$ cat src/rtl/nboot_pkg.sv
// Package: shared opcodes, register addresses, identification codes and
// state types for the serial NAND power-up sequencer.
// Assumes one flash device per chip select and single-lane transfers.
package nboot_pkg;

    // Command opcodes
    localparam logic [7:0] OP_RESET = 8'hFF;
    localparam logic [7:0] OP_GETF  = 8'h0F;
    localparam logic [7:0] OP_SETF  = 8'h1F;
    localparam logic [7:0] OP_RDID  = 8'h9F;
    localparam logic [7:0] OP_WREN  = 8'h06;
    localparam logic [7:0] OP_WRDI  = 8'h04;
    localparam logic [7:0] OP_PAD   = 8'h00;

    // Feature register addresses and the values written to them
    localparam logic [7:0] FR_STATUS = 8'hC0;
    localparam logic [7:0] FR_CONFIG = 8'hB0;
    localparam logic [7:0] FR_LOCK   = 8'hA0;
    localparam logic [7:0] CFG_ECC   = 8'h10;
    localparam logic [7:0] LOCK_NONE = 8'h00;

    // Identification codes and the matching geometry
    localparam logic [7:0] ID_MFR     = 8'hC2;
    localparam logic [7:0] ID_CAP_STD = 8'h12;
    localparam logic [7:0] ID_CAP_BIG = 8'h22;
    localparam int         BLK_STD    = 1024;
    localparam int         BLK_BIG    = 2048;

    // Main sequencer states
    typedef enum logic [2:0] {
        ST_LAUNCH,
        ST_SHIFT,
        ST_CSGAP,
        ST_PGAP,
        ST_OK,
        ST_FAIL
    } seq_state_t;

    // Steps of the fixed bring-up program, in issue order
    typedef enum logic [2:0] {
        SP_RESET,
        SP_ID,
        SP_WEN_A,
        SP_ECC,
        SP_WDI_A,
        SP_WEN_B,
        SP_UNLOCK,
        SP_WDI_B
    } step_t;

endpackage

$ cat src/rtl/nboot_shifter.sv
// Byte shifter for SPI mode 0: the clock idles low, MOSI changes after
// the falling edge, and MISO is sampled on the rising edge, MSB first.
// Assumes start is pulsed only while no byte is in flight. Chip select
// is driven by the caller, not here.
module nboot_shifter #(
    parameter int DIV = 4            // system clocks per SPI clock half-period
) (
    input  logic       clk,
    input  logic       rst_n,
    input  logic       start,
    input  logic [7:0] tx,
    input  logic       miso,
    output logic       sclk,
    output logic       mosi,
    output logic       done,
    output logic [7:0] rx
);

    localparam int DW = (DIV > 1) ? $clog2(DIV) : 1;

    logic          active;
    logic          phase;
    logic [DW-1:0] div_cnt;
    logic [2:0]    bit_cnt;
    logic [7:0]    tx_sh;
    logic [7:0]    rx_sh;
    logic          done_q;

    // Purpose: time the half-periods, sample on rise, shift on fall.
    always_ff @(posedge clk) begin
        if (!rst_n) begin
            active  <= 1'b0;
            phase   <= 1'b0;
            div_cnt <= '0;
            bit_cnt <= '0;
            tx_sh   <= '0;
            rx_sh   <= '0;
            done_q  <= 1'b0;
        end else begin
            done_q <= 1'b0;
            if (!active) begin
                if (start) begin
                    active  <= 1'b1;
                    phase   <= 1'b0;
                    div_cnt <= '0;
                    bit_cnt <= '0;
                    tx_sh   <= tx;
                end
            end else if (div_cnt == DW'(DIV - 1)) begin
                div_cnt <= '0;
                if (!phase) begin
                    phase <= 1'b1;
                    rx_sh <= {rx_sh[6:0], miso};
                end else begin
                    phase <= 1'b0;
                    tx_sh <= {tx_sh[6:0], 1'b0};
                    if (bit_cnt == 3'd7) begin
                        active <= 1'b0;
                        done_q <= 1'b1;
                    end else begin
                        bit_cnt <= bit_cnt + 3'd1;
                    end
                end
            end else begin
                div_cnt <= div_cnt + DW'(1);
            end
        end
    end

    assign sclk = phase;
    assign mosi = tx_sh[7];
    assign done = done_q;
    assign rx   = rx_sh;

    // a byte ends with the clock back at its idle level
    a_r2_idle_at_end: assert property (@(posedge clk) disable iff (!rst_n)
        done |-> !sclk);

    // a new byte is never launched while the clock is high
    a_r2_start_low: assert property (@(posedge clk) disable iff (!rst_n)
        (start && !active) |=> !sclk);

endmodule

$ cat src/rtl/nboot_frame_rom.sv
// Frame table: gives the byte to send at a given position of the current
// step (or of the busy poll), whether it is the last byte of its frame,
// and whether the step must be followed by a busy poll.
// Assumes the position index stays within the frame length.
module nboot_frame_rom
    import nboot_pkg::*;
(
    input  step_t      step,
    input  logic       in_poll,
    input  logic [1:0] idx,
    output logic [7:0] tx_byte,
    output logic       last,
    output logic       poll_after
);

    // Purpose: look up the byte, the end of frame and the poll need.
    always_comb begin
        tx_byte    = OP_PAD;
        last       = 1'b0;
        poll_after = 1'b0;
        if (in_poll) begin
            case (idx)
                2'd0:    tx_byte = OP_GETF;
                2'd1:    tx_byte = FR_STATUS;
                default: begin tx_byte = OP_PAD; last = 1'b1; end
            endcase
        end else begin
            case (step)
                SP_RESET: begin
                    tx_byte    = OP_RESET;
                    last       = 1'b1;
                    poll_after = 1'b1;
                end
                SP_ID: begin
                    tx_byte = (idx == 2'd0) ? OP_RDID : OP_PAD;
                    last    = (idx == 2'd3);
                end
                SP_WEN_A, SP_WEN_B: begin
                    tx_byte = OP_WREN;
                    last    = 1'b1;
                end
                SP_WDI_A, SP_WDI_B: begin
                    tx_byte = OP_WRDI;
                    last    = 1'b1;
                end
                SP_ECC, SP_UNLOCK: begin
                    poll_after = 1'b1;
                    case (idx)
                        2'd0:    tx_byte = OP_SETF;
                        2'd1:    tx_byte = (step == SP_ECC) ? FR_CONFIG : FR_LOCK;
                        default: begin
                            tx_byte = (step == SP_ECC) ? CFG_ECC : LOCK_NONE;
                            last    = 1'b1;
                        end
                    endcase
                end
                default: begin
                    tx_byte = OP_PAD;
                    last    = 1'b1;
                end
            endcase
        end
    end

endmodule

$ cat src/rtl/nboot_seq.sv
// Serial NAND power-up sequencer, top level. Runs the fixed program
// reset -> poll -> identify -> enable ECC -> poll -> unlock -> poll,
// wrapping each feature write in write-enable and write-disable frames.
// Assumes CS_GAP, POLL_GAP and POLL_LIMIT are at least 1. done/error are
// sticky until rst_n is asserted again.
module nboot_seq
    import nboot_pkg::*;
#(
    parameter int CLK_DIV    = 4,       // system clocks per SPI half-period
    parameter int CS_GAP     = 8,       // minimum chip-select high time, clocks
    parameter int POLL_GAP   = 1000,    // extra idle clocks between status reads
    parameter int POLL_LIMIT = 100000,  // busy status reads before giving up
    parameter int BLK_W      = 12       // width of the erase-block count
) (
    input  logic             clk,
    input  logic             rst_n,
    output logic             spi_sck,
    output logic             spi_cs_n,
    output logic             spi_mosi,
    input  logic             spi_miso,
    output logic             done,
    output logic             error,
    output logic             high_cap,
    output logic [BLK_W-1:0] blk_count
);

    localparam int CS_HOLD = (CS_GAP < 2 * CLK_DIV) ? 2 * CLK_DIV : CS_GAP;
    localparam int CNT_MAX = (CS_HOLD > POLL_GAP) ? CS_HOLD : POLL_GAP;
    localparam int CNT_W   = $clog2(CNT_MAX + 1);
    localparam int PL_W    = $clog2(POLL_LIMIT + 1);

    seq_state_t       state;
    step_t            step;
    logic             in_poll;
    logic [1:0]       idx;
    logic [CNT_W-1:0] cnt;
    logic [PL_W-1:0]  poll_cnt;
    logic             cs_q;
    logic             start_q;
    logic             busy_bit;
    logic [7:0]       mfr_q;
    logic [7:0]       cap_q;
    logic             done_q;
    logic             err_q;
    logic             hcap_q;
    logic [BLK_W-1:0] blk_q;

    logic [7:0]       tx_byte;
    logic             last_byte;
    logic             poll_after;
    logic             sh_done;
    logic [7:0]       sh_rx;
    logic             id_ok;

    nboot_frame_rom u_rom (
        .step       (step),
        .in_poll    (in_poll),
        .idx        (idx),
        .tx_byte    (tx_byte),
        .last       (last_byte),
        .poll_after (poll_after)
    );

    nboot_shifter #(.DIV(CLK_DIV)) u_shift (
        .clk   (clk),
        .rst_n (rst_n),
        .start (start_q),
        .tx    (tx_byte),
        .miso  (spi_miso),
        .sclk  (spi_sck),
        .mosi  (spi_mosi),
        .done  (sh_done),
        .rx    (sh_rx)
    );

    // Purpose: accept only the known manufacturer with a known capacity.
    always_comb begin
        id_ok = (mfr_q == ID_MFR) && ((cap_q == ID_CAP_STD) || (cap_q == ID_CAP_BIG));
    end

    // Purpose: step through frames, polls, gaps and the final verdict.
    always_ff @(posedge clk) begin
        if (!rst_n) begin
            state    <= ST_LAUNCH;
            step     <= SP_RESET;
            in_poll  <= 1'b0;
            idx      <= '0;
            cnt      <= '0;
            poll_cnt <= '0;
            cs_q     <= 1'b1;
            start_q  <= 1'b0;
            busy_bit <= 1'b0;
            mfr_q    <= '0;
            cap_q    <= '0;
            done_q   <= 1'b0;
            err_q    <= 1'b0;
            hcap_q   <= 1'b0;
            blk_q    <= '0;
        end else begin
            start_q <= 1'b0;
            case (state)
                ST_LAUNCH: begin
                    cs_q    <= 1'b0;
                    start_q <= 1'b1;
                    state   <= ST_SHIFT;
                end
                ST_SHIFT: begin
                    if (sh_done) begin
                        if (in_poll && idx == 2'd2)
                            busy_bit <= sh_rx[0];
                        if (!in_poll && step == SP_ID && idx == 2'd2)
                            mfr_q <= sh_rx;
                        if (!in_poll && step == SP_ID && idx == 2'd3)
                            cap_q <= sh_rx;
                        if (last_byte) begin
                            cs_q  <= 1'b1;
                            cnt   <= '0;
                            state <= ST_CSGAP;
                        end else begin
                            idx   <= idx + 2'd1;
                            state <= ST_LAUNCH;
                        end
                    end
                end
                ST_CSGAP: begin
                    if (cnt == CNT_W'(CS_HOLD - 1)) begin
                        cnt <= '0;
                        idx <= '0;
                        if (in_poll) begin
                            if (!busy_bit) begin
                                in_poll <= 1'b0;
                                if (step == SP_WDI_B) begin
                                    state  <= ST_OK;
                                    done_q <= 1'b1;
                                end else begin
                                    step  <= step_t'(step + 3'd1);
                                    state <= ST_LAUNCH;
                                end
                            end else if (poll_cnt == PL_W'(POLL_LIMIT - 1)) begin
                                state <= ST_FAIL;
                                err_q <= 1'b1;
                            end else begin
                                poll_cnt <= poll_cnt + PL_W'(1);
                                state    <= ST_PGAP;
                            end
                        end else if (step == SP_ID && !id_ok) begin
                            state <= ST_FAIL;
                            err_q <= 1'b1;
                        end else begin
                            if (step == SP_ID) begin
                                hcap_q <= (cap_q == ID_CAP_BIG);
                                blk_q  <= (cap_q == ID_CAP_BIG) ? BLK_W'(BLK_BIG)
                                                                : BLK_W'(BLK_STD);
                            end
                            if (poll_after) begin
                                in_poll  <= 1'b1;
                                poll_cnt <= '0;
                                state    <= ST_LAUNCH;
                            end else if (step == SP_WDI_B) begin
                                state  <= ST_OK;
                                done_q <= 1'b1;
                            end else begin
                                step  <= step_t'(step + 3'd1);
                                state <= ST_LAUNCH;
                            end
                        end
                    end else begin
                        cnt <= cnt + CNT_W'(1);
                    end
                end
                ST_PGAP: begin
                    if (cnt == CNT_W'(POLL_GAP - 1)) begin
                        cnt   <= '0;
                        state <= ST_LAUNCH;
                    end else begin
                        cnt <= cnt + CNT_W'(1);
                    end
                end
                default: begin
                    cs_q <= 1'b1;
                end
            endcase
        end
    end

    assign spi_cs_n  = cs_q;
    assign done      = done_q;
    assign error     = err_q;
    assign high_cap  = hcap_q;
    assign blk_count = blk_q;

    // the two verdicts exclude each other
    a_r10_exclusive: assert property (@(posedge clk) disable iff (!rst_n)
        !(done_q && err_q));

    // a success verdict is held
    a_r10_done_sticky: assert property (@(posedge clk) disable iff (!rst_n)
        done_q |=> done_q);

    // a failure verdict is held
    a_r6_err_sticky: assert property (@(posedge clk) disable iff (!rst_n)
        err_q |=> err_q);

    // after a verdict the bus stays quiet
    a_r6_quiet_after: assert property (@(posedge clk) disable iff (!rst_n)
        (done_q || err_q) |-> (cs_q && !spi_sck));

    // no clock edge while the device is deselected
    a_r2_sck_idle: assert property (@(posedge clk) disable iff (!rst_n)
        cs_q |-> !spi_sck);

    // chip select never pulses high for a single clock
    a_r3_cs_hold: assert property (@(posedge clk) disable iff (!rst_n)
        $rose(cs_q) |=> cs_q);

    // a success verdict always carries one of the two geometries
    a_r5_geometry: assert property (@(posedge clk) disable iff (!rst_n)
        done_q |-> ((hcap_q && blk_q == BLK_W'(BLK_BIG)) ||
                    (!hcap_q && blk_q == BLK_W'(BLK_STD))));

    // the poll counter stays below its limit
    a_r9_poll_bound: assert property (@(posedge clk) disable iff (!rst_n)
        in_poll |-> (poll_cnt < PL_W'(POLL_LIMIT)));

endmodule

$ cat config.mk
export PLATFORM = sky130hd
export DESIGN_NAME = nboot_seq
export DESIGN_NICKNAME = d
export VERILOG_FILES = /design/src/rtl/nboot_pkg.sv /design/src/rtl/nboot_shifter.sv /design/src/rtl/nboot_frame_rom.sv /design/src/rtl/nboot_seq.sv
export SDC_FILE = /design/constraint.sdc
export NUM_CORES = 1
export LEC_CHECK = 0
export ABC_AREA = 0
export BUFFER_PORTS_ARGS = -buffer_cell sky130_fd_sc_hd__buf_2
export CORE_MARGIN = 4
export CORE_UTILIZATION = 63
export DETAILED_ROUTE_END_ITERATION = 10
export MAX_ROUTING_LAYER = met4
export PLACE_DENSITY = 0.82
export SLEW_MARGIN = 10
export SYNTH_ARGS = -nofsm -noshare
export SYNTH_HDL_FRONTEND = slang
export SYNTH_SLANG_ARGS = --single-unit
export TNS_END_PERCENT = 100
$ cat constraint.sdc
create_clock -name clk -period 6.4 [get_ports clk]
set_input_delay 0.32 -clock clk [delete_from_list [all_inputs] [get_ports clk]]
set_output_delay 0.32 -clock clk [all_outputs]
set_load 0.02 [all_outputs]
==> results.py, run 1 <==
metrics = {
    "logic_synthesis": {
        "async_reset_ff_share_pct": 0,
        "yosysTopAreaCell": "dfxtp_1",
        "synth_ff_type": "dfxtp_1",
        "synth_cells": 505,
        "synth.most_common_cell": "dfxtp_1",
        "synth_cell_type_count": 64,
        "syn_area_um2": 4270,
        "synth_edf_count": 0,
        "synth.area.top_cells": "dfxtp_1, ha_1, mux2i_1",
        "synth_common_cells": "dfxtp_1, nor2_1, nand2_1",
        "synth_top_area_share_pct": 39.0,
        "synth_warnings": 0,
        "avgSynthCellArea_um2": 8.45,
        "yosysSeqAreaShare_pct": 39.0,
        "ys_ff_latch": 83,
    },
    "cells_and_area": {
        "syn_to_final_growth_pct": 5.43,
        "stdcell_count": 582,
        "register_area_um2": 1660,
        "multi_input_area_um2": 2360,
        "drive_above_1_share_pct": 8.51,
        "diodes": 0,
        "nets": 520,
        "fillCellCount": 537,
        "fin_util_pct": 69.6,
    },
    "clock_network": {
        "ctsHoldBuffers": 0,
        "cts.clk_slew.worst_paths_ns": 0.09,
        "worst_skew_pair.late_latency_ns": 0.37,
        "postCtsResizedCells": 0,
        "root_buffer": "clkbuf_8",
        "clkSinkCount": 83,
        "cts_buffer_depth": 2,
        "cts_tree": "yes",
        "cts_made_buffers": 9,
        "post_cts_buffers": 0,
        "htree_levels": 3,
    },
    "grt": {
        "grt_start_max_net_pins": 39,
        "grt-ovfl-total": 0,
        "antenna_found_initial": 0,
        "first_global_vias": 3490,
        "grtUsageTotal_pct": 23.5,
        "grt_first_pass_wirelength_mm": 15.7,
    },
    "detailed_routing": {
        "totalWireLength_mm": 8.96,
        "wire_per_inst_um": 15.4,
        "first_pass_iters": 4,
        "routed_via_density": 6.27,
        "drtIter0Drc": 195,
        "postRouteAntennaNets": 0,
        "dr_total_vias": 3652,
        "drcViolationCount": 0,
    },
    "timing": {
        "setup_viol": 0,
        "slew_viol_final": 0,
        "fin_skew_ns": 0.0146,
        "finalCritPeriodShare_pct": 45.6,
        "fmax_mhz": 343,
        "hold_viol_final": 0,
        "setup_tns_ns": 0,
        "fin_crit_ns": 2.92,
        "worst_slew_pin_slew_ns": 0.858,
        "relSlewSlack_pct": 42.2,
        "rsz0062_at_grt": "false",
    },
    "power_and_ir_drop": {
        "ir_worst_vdd_mv": 0.187,
        "power.leakage_uw": 0.00167,
        "powerDensity_nw_per_um2": 225,
    },
    "critical_path": {
        "arrival_ns": 3.21,
        "end_kind": "flop",
        "crit_type": "reg -> reg",
        "r2r_start": "cnt[9]$_SDFFE_PN0P_",
        "critPathMaxFanout": 30,
        "worstPathRequired_ns": 6.69,
        "critPathLaunch": "cnt[9]$_SDFFE_PN0P_",
        "start_kind": "flop",
    },
    "die": {
        "chipWidth_um": 90.3,
        "fp.dieArea_um2": 8150,
        "rows": 29,
        "boundaryPins": 21,
        "initial_core_util_pct": 66.0,
        "coreArea_um2": 6460,
        "die_y_um": 90.3,
    },
    "hold_path": {
        "hp-start": "spi_miso",
        "hp-class": "in -> reg",
    },
    "placed_design": {
        "hpwl_mm": 6.25,
        "gp_congestion": 0.880,
        "dp.cells": 566,
        "place.port_buffers": 10,
    },
    "run_status": {
        "status": "finished clean",
    },
    "flow_run": {
        "drv_cap": 0,
    },
}
==> through the flow <==
stage / instance area, µm² / worst slack [ns] / hold WS (ns) / total power [µW]
final: 4500 / 3.48 / 0.204 / 1010
after global routing: 4500 / 3.33 / 0.234 / 1050
after CTS: 4500 / 3.50 / 0.192 / 1030
after detailed placement: 4270 / 3.51 / 0.448 / 592
after global placement: 4270 / 3.59 / 0.445 / 590
after floorplan: 4300 / 3.86 / 0.432 / 585
==> critical path, cell delays in order (launching register included) <==
cell     delay [ns]
dfxtp_1        0.34
or4_4          0.55
or4_1          0.61
a211o_1        0.58
or4_1          0.60
a21oi_1        0.15
==> logic make-up after synthesis <==
logic type / share of synthesized area [%]
DFF: 39.0
AOI/OAI and AO/OA: 19.5
adders and majority gates: 4.99
and+or+nand+nor: 23.5
xor gates and xnor gates: 0.616
other: 0.0879
muxes: 5.98
buffers and inverters: 6.42
==> final timing paths <==
path | endpoint | slack (ns) | cells past startpoint
max reg2reg | poll_cnt[12]$_SDFFE_PN0P_ | 3.48 | 5
max | poll_cnt[12]$_SDFFE_PN0P_ | 3.48 | 5
min | u_shift.rx[0]$_SDFFE_PN0P_ | 0.20 | 3
min reg2reg | u_shift.tx_sh[6]$_SDFFE_PN0P_ | 0.46 | 2
==> state kept, by name, indices dropped and copies added (netlist names), 2 cells and up <==
signal / cells
blk_count: 2
cap_q: 8
cnt: 10
idx: 2
mfr_q: 8
poll_cnt: 17
state: 3
step: 3
u_shift.bit_cnt: 3
u_shift.div_cnt: 2
u_shift.rx: 8
u_shift.tx_sh: 8
==> per-layer routing <==
layer / up-vias / routed length [µm] / global-route usage [%] / share of wire [%]
li1: 1826 / - / - / -
met1: 1731 / 4010 / 28.9 / 45
met2: 82 / 4360 / 38.2 / 49
met3: 13 / 434 / 4.75 / 4.8
met4: 0 / 144 / 8.80 / 1.6
met5: - / 0 / - / 0
==> cell usage in the layout (no fill, tap or decap), drive strengths merged, types with 4 or more instances in the layout <==
cell type,n
a211oi,9
a21oi,40
and3,8
buf,14
clkbuf,9
conb,10
dfxtp,83
ha,17
inv,22
mux2,4
mux2i,21
nand2,43
nand3,17
nand4,9
nor2,44
nor2b,4
nor3,14
o211ai,5
o21a,4
o21ai,26
o31ai,12
or3,11
or4,17
==> cell type report <==
type,count,share of cell area [%]
Clock buffer,9,2.75
Clock inverter,7,2.31
Inverter,18,1.50
Multi-Input combinational cell,374,52.6
Sequential cell,83,37.0
Tap cell,77,2.14
Timing Repair Buffer,14,1.78
==> power by group <==
| group | internal (µW) | switching, µW |
|---|---|---|
| Sequential | 526 | 9.91 |
| Combinational | 14.4 | 30.5 |
| Clock | 226 | 207 |
No activity file was read; power rests on OpenSTA's default activity.
==> run 2, diff against run 1 <==
CORE_UTILIZATION = 61   (was 63)
PLACE_DENSITY = 0.79   (was 0.82)
clock period = 3.02 ns   (was 6.4 ns; I/O delays follow)
==> run 2 against run 1 <==
Via count decreased by 1.2%. Power increased by 100%. Register-to-register slack got worse by 3.3 ns. Sequential power increased by 110%. Count of clock-buffer cells in the layout unchanged. Sequential share of layout area decreased by 0.44 points. Fmax increased by 4.0%. Worst setup slack got worse by 3.3 ns. Flip-flop and latch count unchanged. Critical path depth unchanged. Die area increased by 3.0%. Critical endpoint is now poll_cnt[5]$_SDFFE_PN0P_. Largest power group unchanged.
==> results.py, run 2 (synthesis results as in run 1) <==
metrics = {
    "clock_network": {
        "clkSinkCount": 83,
        "root_buffer": "clkbuf_8",
        "cts.clk_slew.worst_paths_ns": 0.10,
        "postCtsResizedCells": 0,
        "worst_skew_pair.late_latency_ns": 0.38,
        "cts_buffer_depth": 2,
        "post_cts_buffers": 0,
        "htree_levels": 3,
        "cts_made_buffers": 9,
        "cts_tree": "yes",
    },
    "cells_and_area": {
        "final_common_cell": "dfxtp_1",
        "top_regs": "poll_cnt x17, cnt x10",
        "drive_above_1_share_pct": 9.57,
        "post-route-cell-area_um2": 4550,
        "fillCellCount": 564,
        "final_cell_mix": "dfxtp_1, nor2_1, nand2_1",
        "diodes": 0,
        "nets": 527,
        "largest_register_ffs": 17,
        "top_register": "poll_cnt",
        "syn_to_final_growth_pct": 6.69,
    },
    "power_and_ir_drop": {
        "ir_worst_vdd_mv": 0.398,
        "power.leakage_uw": 0.00169,
        "power_uw": 2040,
        "powerDensity_nw_per_um2": 449,
    },
    "timing": {
        "setup_viol": 0,
        "fmax_mhz": 357,
        "relSlewSlack_pct": 33.9,
        "slew_viol_final": 0,
        "fin_skew_ns": 0.0115,
        "worst_slew_pin_slew_ns": 0.991,
        "setup_tns_ns": 0,
        "hold_viol_final": 0,
        "fin_crit_ns": 2.80,
        "rsz0062_at_grt": "false",
        "finalCritPeriodShare_pct": 92.9,
    },
    "die": {
        "coreArea_um2": 6790,
        "initial_core_util_pct": 62.8,
        "chipWidth_um": 91.6,
        "fp.dieArea_um2": 8390,
        "boundaryPins": 21,
        "rows": 30,
        "die_y_um": 91.6,
    },
    "hold_path": {
        "hp-class": "in -> reg",
    },
    "detailed_routing": {
        "postRouteAntennaNets": 0,
        "totalWireLength_mm": 8.53,
        "dr_total_vias": 3609,
        "routed_via_density": 5.94,
        "drcViolationCount": 0,
        "wire_per_inst_um": 14.0,
        "first_pass_iters": 4,
        "drtIter0Drc": 200,
    },
    "grt": {
        "grtUsageTotal_pct": 21.8,
        "grt_first_pass_wirelength_mm": 14.7,
        "grt-ovfl-total": 0,
        "grt_start_max_net_pins": 32,
        "first_global_vias": 3263,
        "antenna_found_initial": 0,
    },
    "critical_path": {
        "end_kind": "flop",
        "crit_type": "reg -> reg",
        "arrival_ns": 3.12,
        "worstPathRequired_ns": 3.33,
        "critPathMaxFanout": 30,
        "start_kind": "flop",
    },
    "flow_run": {
        "drv_cap": 0,
    },
    "placed_design": {
        "hpwl_mm": 5.94,
        "gp_congestion": 0.839,
        "place.port_buffers": 10,
        "dpl_cell_area_um2": 4340,
    },
    "run_status": {
        "status": "finished clean",
    },
}
-- run 2: cell types whose count changed in the layout (fill, tap and decap cells not counted) --
cell,change
buf_4,+6
inv_6,-3
inv_8,+4
dlygate4sd3_1,+1
bufinv_16,-2
clkinv_8,+1
-- run 2: worst paths after layout --
path / from / to / slack [ns] / cells past startpoint
max: cnt[9]$_SDFFE_PN0P_ / poll_cnt[5]$_SDFFE_PN0P_ / 0.22 / 5
min: rst_n / done$_SDFFE_PN0P_ / 0.19 / 2
max reg2reg: cnt[9]$_SDFFE_PN0P_ / poll_cnt[5]$_SDFFE_PN0P_ / 0.22 / 5
min reg2reg: u_shift.tx_sh[5]$_SDFFE_PN0P_ / u_shift.tx_sh[6]$_SDFFE_PN0P_ / 0.46 / 2
-- run 2: layout make-up --
class	instances	area [µm²]	share of cell area (%)
Sequential cell	83	1660	36.5
Clock inverter	7	78.8	1.73
Inverter	18	67.6	1.48
Multi-Input combinational cell	374	2360	51.9
Tap cell	96	120	2.64
Clock buffer	9	124	2.72
Timing Repair Buffer	21	135	2.97
-- run 2: report_power, final --
group	switching, µW	internal, µW	total (µW)
sequential	19.7	1110	1130
combinational	63.4	31.2	94.6
clock	483	333	816
total	567	1480	2040
-- run 2: stage by stage --
step / hold WS [ns] / util (%) / instances / worst slack [ns]
floorplan: 0.287 / - / 514 / 0.485
global placement: 0.391 / 63.8 / 591 / 0.337
detailed placement: 0.399 / 63.8 / 591 / 0.269
CTS: 0.178 / 67.0 / 608 / 0.246
global route: 0.194 / 67.0 / 608 / 0.0692
finish: 0.195 / 67.0 / 608 / 0.215
-- run 2: timing repair --
item / in CTS / in global routing
endpoints found under the hold margin: 1 / 0
endpoints found under the setup margin: 0 / 0
hold buffers: 1 / 0
-- run 2: critical path, stage by stage (launching register included) --
cell     delay, ns
dfxtp_1       0.34
or4_4         0.55
or4_1         0.52
a211o_1       0.57
or4_1         0.62
a21oi_1       0.15
-- run 2: per-layer routing --
metal / GRT usage, % / vias up / part of all wire [%]
li1: - / 1849 / -
met1: 27.4 / 1682 / 47
met2: 34.2 / 69 / 46
met3: 5.50 / 9 / 5.2
met4: 7.66 / 0 / 1.1
met5: - / - / 0
==> run 3, diff against run 2 <==
--- a/config.mk
+++ b/config.mk
@@ -10,6 +10,6 @@
 export CORE_MARGIN = 4
-export CORE_UTILIZATION = 61
+export CORE_UTILIZATION = 55
 export DETAILED_ROUTE_END_ITERATION = 10
 export MAX_ROUTING_LAYER = met4
-export PLACE_DENSITY = 0.79
+export PLACE_DENSITY = 0.73
 export SLEW_MARGIN = 10
==> constraint.sdc (replaced) <==
create_clock -name clk -period 3.02 [get_ports clk]
set_input_delay 0.604 -clock clk [delete_from_list [all_inputs] [get_ports clk]]
set_output_delay 0.604 -clock clk [all_outputs]
set_load 0.02 [all_outputs]
==> run 3 against run 2 <==
Core utilization is 5.3 points lower. Global-route usage is 1.6 points lower. Via count is 0.36% higher. Critical endpoint is now poll_cnt[10]$_SDFFE_PN0P_.
==> results.py, run 3 (synthesis results as in run 1) <==
metrics = {
    "run_status": {
        "status": "finished clean",
    },
    "detailed_routing": {
        "postRouteAntennaNets": 0,
        "wire_per_inst_um": 13.9,
        "routed_via_density": 5.91,
        "totalWireLength_mm": 8.50,
        "drcViolationCount": 0,
        "drtIter0Drc": 145,
        "first_pass_iters": 4,
        "dr_total_vias": 3622,
    },
    "power_and_ir_drop": {
        "power.leakage_uw": 0.00170,
        "ir_worst_vdd_mv": 0.430,
        "powerDensity_nw_per_um2": 450,
    },
    "clock_network": {
        "cts_buffer_depth": 2,
        "root_buffer": "clkbuf_8",
        "postCtsResizedCells": 0,
        "cts_tree": "yes",
        "cts.clk_slew.worst_paths_ns": 0.09,
        "ctsHoldBuffers": 0,
        "htree_levels": 3,
        "clkSinkCount": 83,
        "worst_skew_pair.late_latency_ns": 0.36,
        "post_cts_buffers": 0,
        "cts_made_buffers": 9,
    },
    "cells_and_area": {
        "drive_above_1_share_pct": 10.1,
        "fin_util_pct": 61.7,
        "largest_register_ffs": 17,
        "syn_to_final_growth_pct": 7.13,
        "final_common_cell": "dfxtp_1",
        "final_cell_mix": "dfxtp_1, nor2_1, nand2_1",
        "nets": 529,
        "top_register": "poll_cnt",
        "diodes": 0,
        "fillCellCount": 667,
        "top_regs": "poll_cnt x17, cnt x10",
    },
    "grt": {
        "grt_start_max_net_pins": 31,
        "grt-ovfl-total": 0,
        "antenna_found_initial": 0,
        "grt_first_pass_wirelength_mm": 14.6,
        "first_global_vias": 3331,
        "grtUsageTotal_pct": 20.2,
    },
    "hold_path": {
        "min_to": "u_shift.tx_sh[6]$_SDFFE_PN0P_",
        "hp-class": "reg -> reg",
        "hp-start": "u_shift.tx_sh[5]$_SDFFE_PN0P_",
        "worstHoldPathCells": 2,
    },
    "die": {
        "fp.dieArea_um2": 9230,
        "rows": 31,
        "initial_core_util_pct": 57.6,
        "chipWidth_um": 96.1,
        "die_y_um": 96.1,
        "coreArea_um2": 7410,
        "boundaryPins": 21,
    },
    "critical_path": {
        "crit_chain": "or4_4, or4_1, a211o_1, or4_1, a21oi_1",
        "crit_slowest_cell": "or4_1",
        "crit_type": "reg -> reg",
        "r2r_cells": 5,
        "end_kind": "flop",
        "start_kind": "flop",
        "cpMostUsedCell": "or4_1",
        "r2r_start": "cnt[9]$_SDFFE_PN0P_",
        "arrival_ns": 3.03,
        "critPathMaxStageDelay_ns": 0.61,
        "crit_buf_inv": 0,
        "r2r_slack_ns": 0.27,
        "rr_endpoint": "poll_cnt[10]$_SDFFE_PN0P_",
        "worstPathRequired_ns": 3.30,
        "crit_family": "simple AND/OR/NAND/NOR gates",
        "critPathMaxFanout": 28,
    },
    "timing": {
        "relSlewSlack_pct": 44.0,
        "finalWorstSetupSlack_ns": 0.269,
        "finalCritPeriodShare_pct": 91.1,
        "hold_viol_final": 0,
        "rsz0062_at_grt": "false",
        "fin_skew_ns": 0.0135,
        "slew_viol_final": 0,
        "fmax_mhz": 364,
        "worst_slew_pin_slew_ns": 0.829,
        "fin_crit_ns": 2.75,
        "setup_viol": 0,
        "setup_tns_ns": 0,
    },
    "placed_design": {
        "gp_congestion": 0.898,
        "post-place-ws_ns": 0.278,
        "place.port_buffers": 10,
        "hpwl_mm": 6.05,
    },
    "flow_run": {
        "drv_cap": 0,
    },
}
run 3: changes by cell type in the layout (fill, tap and decap cells not counted), sizes merged:
| cell | change |
|---|---|
| bufinv | +1 |
| buf | +3 |
| inv | -1 |
| dlygate4sd3 | -1 |
run 3: area by class of cell:
class	count	area, µm²	area share, %
tap	99	124	2.71
multi-input combinational	374	2360	51.7
clock buffer	9	124	2.71
timing repair buffer	23	148	3.23
clock inverter	7	81.3	1.78
inverter	18	67.6	1.48
sequential	83	1660	36.4
run 3: power breakdown:
| part | switching [µW] | leakage (µW) | internal (µW) |
|---|---|---|---|
| Sequential | 15.6 | 0.000671 | 1110 |
| Clock | 430 | 0.000107 | 397 |
| Combinational | 68.2 | 0.000925 | 33.5 |
run 3: worst max-delay path by stage:
stage               slack, ns  depth (start not counted)                 from                   endpoint
floorplan                0.48                          7  cnt[9]$_SDFFE_PN0P_   poll_cnt[3]$_SDFFE_PN0P_
global placement         0.34                          5  cnt[9]$_SDFFE_PN0P_  poll_cnt[13]$_SDFFE_PN0P_
detailed placement       0.28                          5  cnt[9]$_SDFFE_PN0P_   poll_cnt[5]$_SDFFE_PN0P_
CTS                      0.27                          5  cnt[9]$_SDFFE_PN0P_   poll_cnt[8]$_SDFFE_PN0P_
global route             0.07                          5  cnt[9]$_SDFFE_PN0P_  poll_cnt[12]$_SDFFE_PN0P_
finish                   0.27                          5  cnt[9]$_SDFFE_PN0P_  poll_cnt[10]$_SDFFE_PN0P_
run 3: worst reg2reg max path: cells and delay by family, from the launching register on:
kind               cells  cell delay, ns
DFF                    1            0.33
AOI/OAI and AO/OA      2            0.67
and+or+nand+nor        3            1.67
run 3: per-stage QoR:
stage               hold slack [ns]  std cells  power, µW  cell area (µm²)
global placement              0.441        597       1260             4360
global route                  0.476        613       2140             4570
floorplan                     0.432        514       1240             4300
detailed placement            0.446        597       1260             4360
CTS                           0.461        613       2080             4570
finish                        0.458        613       2060             4570
run 3: layer usage:
metal | part of all wire [%] | track usage (%) | vias up
met5 | 0 | - | -
met4 | 0.94 | 7.70 | 0
met3 | 4.1 | 3.67 | 7
met2 | 48 | 33.1 | 70
met1 | 47 | 24.7 | 1696
li1 | - | - | 1849
